--- config.mk ---
export PLATFORM = sky130hd
export DESIGN_NAME = fb_fill_engine
export DESIGN_NICKNAME = d
export VERILOG_FILES = /design/src/rtl/fb_fill_pkg.sv /design/src/rtl/fb_fill_span.sv /design/src/rtl/fb_fill_lanes.sv /design/src/rtl/fb_fill_ctrl.sv /design/src/rtl/fb_fill_engine.sv
export SDC_FILE = /design/constraint.sdc
export NUM_CORES = 1
export LEC_CHECK = 0
export BUFFER_PORTS_ARGS = -buffer_cell sky130_fd_sc_hd__buf_4
export CORE_MARGIN = 2
export CORE_UTILIZATION = 63
export DETAILED_ROUTE_END_ITERATION = 8
export PLACE_DENSITY = 0.87
export SLEW_MARGIN = 20
export SYNTH_ARGS = -nofsm -noshare
export SYNTH_HDL_FRONTEND = slang
export SYNTH_SLANG_ARGS = --single-unit
--- constraint.sdc ---
create_clock -name clk -period 12.45 [get_ports clk]
set_input_delay 1.245 -clock clk [delete_from_list [all_inputs] [get_ports clk]]
set_output_delay 1.245 -clock clk [all_outputs]
set_load 0.05 [all_outputs]
--- src/rtl/fb_fill_pkg.sv ---
package fb_fill_pkg;

    localparam int FB_ADDR_W    = 32;
    localparam int FB_PIX_W     = 32;
    localparam int FB_BUS_BYTES = 4;
    localparam int FB_RUN_W     = 16;
    localparam int FB_LINE_W    = 16;

    localparam int FB_DATA_W = FB_BUS_BYTES * 8;
    localparam int FB_OFF_W  = $clog2(FB_BUS_BYTES);
    localparam int FB_WORD_W = FB_ADDR_W - FB_OFF_W;
    localparam int FB_LEN_W  = FB_RUN_W + 2;

    typedef enum logic [1:0] {
        FILL_IDLE  = 2'd0,
        FILL_BURST = 2'd1,
        FILL_DONE  = 2'd2
    } fill_state_e;

    typedef struct packed {
        logic [FB_ADDR_W-1:0] addr;
        logic [FB_PIX_W-1:0]  pixel;
        logic [1:0]           size;
        logic [FB_RUN_W-1:0]  run;
        logic [FB_ADDR_W-1:0] pitch;
        logic [FB_LINE_W-1:0] lines;
    } fill_cmd_t;

    // log2 of the bytes per pixel for a size code
    function automatic logic [1:0] pix_shift(input logic [1:0] code);
        case (code)
            2'd0:    return 2'd0;
            2'd1:    return 2'd1;
            default: return 2'd2;
        endcase
    endfunction

endpackage

--- src/rtl/fb_fill_span.sv ---
module fb_fill_span
    import fb_fill_pkg::*;
(
    input  logic [FB_ADDR_W-1:0] line_addr,
    input  logic [FB_LEN_W-1:0]  len_bytes,
    output logic [FB_ADDR_W-1:0] end_addr
);
    // address of the final byte of the line
    always_comb begin
        end_addr = line_addr + FB_ADDR_W'(len_bytes) - FB_ADDR_W'(1);
    end
endmodule

--- src/rtl/fb_fill_lanes.sv ---
module fb_fill_lanes
    import fb_fill_pkg::*;
(
    input  logic [FB_PIX_W-1:0]  pixel,
    input  logic [1:0]           size,
    input  logic [FB_OFF_W-1:0]  start_off,
    input  logic [FB_OFF_W-1:0]  end_off,
    input  logic                 is_first,
    input  logic                 is_last,
    output logic [FB_DATA_W-1:0] data,
    output logic [FB_BUS_BYTES-1:0] be
);
    logic [1:0] byte_mask;

    always_comb begin
        byte_mask = 2'((3'd1 << pix_shift(size)) - 3'd1);
    end

    for (genvar i = 0; i < FB_BUS_BYTES; i++) begin : g_lane
        localparam logic [FB_OFF_W-1:0] LANE = FB_OFF_W'(i);
        logic [FB_OFF_W-1:0] rel;
        logic [1:0]          sel;
        always_comb begin
            rel = LANE - start_off;
            sel = rel[1:0] & byte_mask;
            data[i*8 +: 8] = pixel[sel*8 +: 8];
            be[i] = (!is_first || (LANE >= start_off)) &&
                    (!is_last  || (LANE <= end_off));
        end
    end
endmodule

--- src/rtl/fb_fill_ctrl.sv ---
module fb_fill_ctrl
    import fb_fill_pkg::*;
(
    input  logic                  clk,
    input  logic                  rst,
    input  logic                  cmd_valid,
    input  fill_cmd_t             cmd,
    input  logic                  wr_ready,
    input  logic [FB_ADDR_W-1:0]  end_addr,
    output logic                  cmd_ready,
    output logic                  wr_valid,
    output logic                  done,
    output logic                  is_first,
    output logic                  is_last,
    output logic [FB_WORD_W-1:0]  beat_word,
    output logic [FB_ADDR_W-1:0]  line_addr,
    output logic [FB_LEN_W-1:0]   len_bytes,
    output logic [FB_PIX_W-1:0]   pixel,
    output logic [1:0]            size
);
    fill_state_e          state;
    logic [FB_ADDR_W-1:0] pitch;
    logic [FB_LINE_W-1:0] lines_left;
    logic [FB_ADDR_W-1:0] next_line;
    logic                 cmd_empty;

    always_comb begin
        cmd_ready = (state == FILL_IDLE);
        wr_valid  = (state == FILL_BURST);
        done      = (state == FILL_DONE);
        is_first  = (beat_word == line_addr[FB_ADDR_W-1:FB_OFF_W]);
        is_last   = (beat_word == end_addr[FB_ADDR_W-1:FB_OFF_W]);
        next_line = line_addr + pitch;
        cmd_empty = (cmd.run == '0) || (cmd.lines == '0);
    end

    always_ff @(posedge clk) begin
        if (rst) begin
            state      <= FILL_IDLE;
            line_addr  <= '0;
            beat_word  <= '0;
            pitch      <= '0;
            lines_left <= '0;
            len_bytes  <= '0;
            pixel      <= '0;
            size       <= '0;
        end else begin
            case (state)
                FILL_IDLE: begin
                    if (cmd_valid) begin
                        line_addr  <= cmd.addr;
                        beat_word  <= cmd.addr[FB_ADDR_W-1:FB_OFF_W];
                        pitch      <= cmd.pitch;
                        lines_left <= cmd.lines;
                        len_bytes  <= FB_LEN_W'(cmd.run) << pix_shift(cmd.size);
                        pixel      <= cmd.pixel;
                        size       <= cmd.size;
                        state      <= cmd_empty ? FILL_DONE : FILL_BURST;
                    end
                end
                FILL_BURST: begin
                    if (wr_ready) begin
                        if (!is_last) begin
                            beat_word <= beat_word + FB_WORD_W'(1);
                        end else if (lines_left == FB_LINE_W'(1)) begin
                            state <= FILL_DONE;
                        end else begin
                            lines_left <= lines_left - FB_LINE_W'(1);
                            line_addr  <= next_line;
                            beat_word  <= next_line[FB_ADDR_W-1:FB_OFF_W];
                        end
                    end
                end
                default: state <= FILL_IDLE;
            endcase
        end
    end
endmodule

--- src/rtl/fb_fill_engine.sv ---
module fb_fill_engine
    import fb_fill_pkg::*;
(
    input  logic                    clk,
    input  logic                    rst,
    input  logic                    cmd_valid,
    output logic                    cmd_ready,
    input  logic [FB_ADDR_W-1:0]    cmd_addr,
    input  logic [FB_PIX_W-1:0]     cmd_pixel,
    input  logic [1:0]              cmd_size,
    input  logic [FB_RUN_W-1:0]     cmd_run,
    input  logic [FB_ADDR_W-1:0]    cmd_pitch,
    input  logic [FB_LINE_W-1:0]    cmd_lines,
    output logic                    wr_valid,
    input  logic                    wr_ready,
    output logic [FB_ADDR_W-1:0]    wr_addr,
    output logic [FB_DATA_W-1:0]    wr_data,
    output logic [FB_BUS_BYTES-1:0] wr_be,
    output logic                    wr_first,
    output logic                    wr_last,
    output logic                    done
);
    fill_cmd_t            cmd;
    logic [FB_ADDR_W-1:0] end_addr;
    logic [FB_ADDR_W-1:0] line_addr;
    logic [FB_LEN_W-1:0]  len_bytes;
    logic [FB_WORD_W-1:0] beat_word;
    logic [FB_PIX_W-1:0]  pixel;
    logic [1:0]           size;
    logic                 is_first;
    logic                 is_last;

    always_comb begin
        cmd.addr  = cmd_addr;
        cmd.pixel = cmd_pixel;
        cmd.size  = cmd_size;
        cmd.run   = cmd_run;
        cmd.pitch = cmd_pitch;
        cmd.lines = cmd_lines;
        wr_addr   = {beat_word, {FB_OFF_W{1'b0}}};
        wr_first  = is_first;
        wr_last   = is_last;
    end

    fb_fill_ctrl u_ctrl (
        .clk       (clk),
        .rst       (rst),
        .cmd_valid (cmd_valid),
        .cmd       (cmd),
        .wr_ready  (wr_ready),
        .end_addr  (end_addr),
        .cmd_ready (cmd_ready),
        .wr_valid  (wr_valid),
        .done      (done),
        .is_first  (is_first),
        .is_last   (is_last),
        .beat_word (beat_word),
        .line_addr (line_addr),
        .len_bytes (len_bytes),
        .pixel     (pixel),
        .size      (size)
    );

    fb_fill_span u_span (
        .line_addr (line_addr),
        .len_bytes (len_bytes),
        .end_addr  (end_addr)
    );

    fb_fill_lanes u_lanes (
        .pixel     (pixel),
        .size      (size),
        .start_off (line_addr[FB_OFF_W-1:0]),
        .end_off   (end_addr[FB_OFF_W-1:0]),
        .is_first  (is_first),
        .is_last   (is_last),
        .data      (wr_data),
        .be        (wr_be)
    );
endmodule

==> run metrics <==
worst endpoint required time=11.20 ns; First DRT Iteration DRCs=1859; Area contributors post-synth=dfxtp_1 (24%), nand2_1 (8.0%), ha_1 (7.9%), a21oi_1 (7.1%), mux4_2 (5.3%); Top FF cell, synth=dfxtp_1; Worst VDD drop=0.113 mV; final antenna-violating net count=0; vias per cell=6.64; WHS=0.458 ns; Total GRT Usage=40.1%; GRT overflow=0; element type at the critical path end=output port; outcome=finished, final reports clean; max_slew headroom=23.8%; largest net degree at the start of global routing=86; share of cells above drive strength 1=15.7%; area leader, netlist=dfxtp_1; Pre-antenna DRT Iters=6; Die Span X=151 um; reg2reg setup slack=6.51 ns; nets@finish=2139; Root Driver=clkbuf_16; most used cell, CP=inv_1; clock sinks=164; ys async rst share=0%; final-report hold violation count=0; Worst Hold Class=register to register; Initial Utilization=64.2%; cts repair resizes=0; syn_area_per_cell=7.51 um^2; synthesis-to-finish area growth=15.9%; DR vias=14700; TritonCTS clock tree=done; final setup fails=0; post-synth top area share=24.2%; Slew Limit Fails=0; chip height=151 um; Max Clk Rate=0.129 GHz; Post-synth EDFFs=0; Pwr Density=128 mW/mm^2; Post-synth top cells=nand2_1 (288), a21oi_1 (192), dfxtp_1 (164); critical path, cell by cell=inv_1 > ha_1 > inv_1 > ha_1 > inv_1 > fa_1 > xor2_1 > xnor2_1 > a2111oi_2 > or4b_1 > or4_1 > or3_1 > or4_1 > or4_4 > nor4_4 > and2_1 > a32oi_1 > buf_4; max incr delay on CP=0.86 ns; clk buf depth=2; Setup CP Type=register to output port; CP max-delay cell=nor4_4; LEAKAGE=6.64 nW; crit share post-route=62.1%; DRC viols=0; area of the core=0.0211 mm^2; Worst-path clk slew=0.08 ns; Worst Hold End=u_ctrl.len_bytes[8]; Synth Register Bits=164; Ys Warns=0; Hold Crit Depth=2; worst skew pair latency=0.43 ns; H-Tree Depth=4; wire length per cell=21.1 um; Netlist cell types=78; CP Launch Type=register; total clock buffers created by CTS=17; count leader, synth=nand2_1; initial antenna violation count=0; post-CTS setup buffer count=0; first-pass GRT wire length=71.1 mm; Synth Instances=1804; Post-Syn Area=0.0135 mm^2; vias in the first global route=13300; # hold bufs at CTS=0; die area=0.0227 mm^2; Layout Skew=0.0160 ns; row count=53; Worst-Margin Slew=1.13 ns; placed cell area=0.0151 mm^2; port bufs=204; sequential fraction of the synthesis area=24.2%; final WL=46.5 mm; RSZ-0062 raised after global routing=no; min-delay src=u_ctrl.len_bytes[8]; fin crit period=7.73 ns; R2R cell count=17; Data arrival, critical path=6.49 ns; Top Ports=207; crit path max fanout=7; fin area=0.0157 mm^2; reg2reg start=u_ctrl.line_addr[1]; RePlAce Congestion=1.06; Final TNS setup=0 ns; Crit Reg-Reg Endpoint=u_ctrl.beat_word[25]; max-cap violations=0; detailed placer's ending HPWL=35.2 mm
==> area by class of cell <==
cell class / instances / area [um^2]
Timing Repair Buffer: 218 / 1640
Clock buffer: 19 / 443
Inverter: 111 / 417
Multi-Input combinational cell: 1406 / 9400
Clock inverter: 13 / 159
Antenna cell: 1 / 2.50
Sequential cell: 164 / 3280
Tap cell: 275 / 344
Fill cell: 1633 / 5400
==> where the power goes <==
group / internal, W / switching, W
clock: 0.000309 / 0.000242
sequential: 0.000562 / 0.0000669
combinational: 0.000304 / 0.000521
total: 0.00117 / 0.000830
==> metal layers <==
layer  track usage, %  part of all wire (%)  vias to the layer above
li1                 -                     -                     6728
met1             53.1                    39                     6894
met2             62.4                    45                      882
met3             7.82                    10                      159
met4             20.2                   5.5                        0
met5                0                     0                        -
==> critical path: cells and delay by family (launching register included) <==
kind	cells	cell delay, ns
DFF	1	0.43
buffers and inverters	4	0.55
xor gates and xnor gates	2	0.34
and+or+nand+nor	7	3.44
AOI/OAI and AO/OA	2	0.39
adders and majority gates	3	0.89
==> logic make-up (layout without fill, tap and decap cells) <==
| logic type | count (synthesis) | after routing | synth area share [%] |
|---|---|---|---|
| flops | 164 | 164 | 24.2 |
| mux | 52 | 52 | 6.84 |
| simple gates | 635 | 635 | 21.7 |
| fa+ha+maj | 87 | 87 | 8.15 |
| other cells | 1 | 3 | 0.0277 |
| xor+xnor | 123 | 123 | 7.96 |
| compound gates | 507 | 507 | 24.3 |
| buf+inv | 235 | 361 | 6.78 |
==> sequential cells by signal, summed over array words and instances (netlist names) <==
| signal | flops |
|---|---|
| u_ctrl.line_addr | 32 |
| u_ctrl.pitch | 32 |
| u_ctrl.pixel | 32 |
| u_ctrl.beat_word | 30 |
| u_ctrl.len_bytes | 18 |
| u_ctrl.lines_left | 16 |
| u_ctrl.size | 2 |
| u_ctrl.state | 2 |
==> metrics by stage <==
| step | cells | worst slack, ns | total power [W] | utilization (%) |
|---|---|---|---|---|
| finish | 2207 | 4.72 | 0.00200 | 74.4 |
| global route | 2206 | 4.61 | 0.00209 | 74.4 |
| CTS | 2206 | 4.83 | 0.00198 | 74.4 |
| detailed placement | 2174 | 5.28 | 0.00143 | 71.5 |
| global placement | 2174 | 5.41 | 0.00142 | 71.5 |
| floorplan | 1805 | 5.49 | 0.00119 | - |
==> cells in the final DEF, fill, tap and decap left out, types with 16 or more instances in the layout <==
cell	n
nand3_1	33
buf_4	218
xnor2_1	68
mux4_2	32
clkbuf_16	17
nand4_1	27
inv_1	111
a21oi_1	191
ha_1	85
nand2_1	287
xor2_1	55
mux2i_1	16
nor3_1	41
nor2_1	120
o21ai_0	50
a211oi_1	63
a311oi_1	30
a21o_1	26
nor4_1	27
dfxtp_1	164
==> worst max path at each step <==
stage,start,end,slack (ns),cells after the start
floorplan,u_ctrl.line_addr[1],wr_be[3],5.49,16
global placement,u_ctrl.line_addr[1],wr_be[1],5.41,18
detailed placement,u_ctrl.line_addr[1],wr_be[1],5.28,18
CTS,u_ctrl.line_addr[1],wr_be[1],4.83,18
global route,u_ctrl.line_addr[1],wr_be[1],4.61,18
finish,u_ctrl.line_addr[1],wr_be[1],4.72,18
No activity file was read; power rests on OpenSTA's default activity.
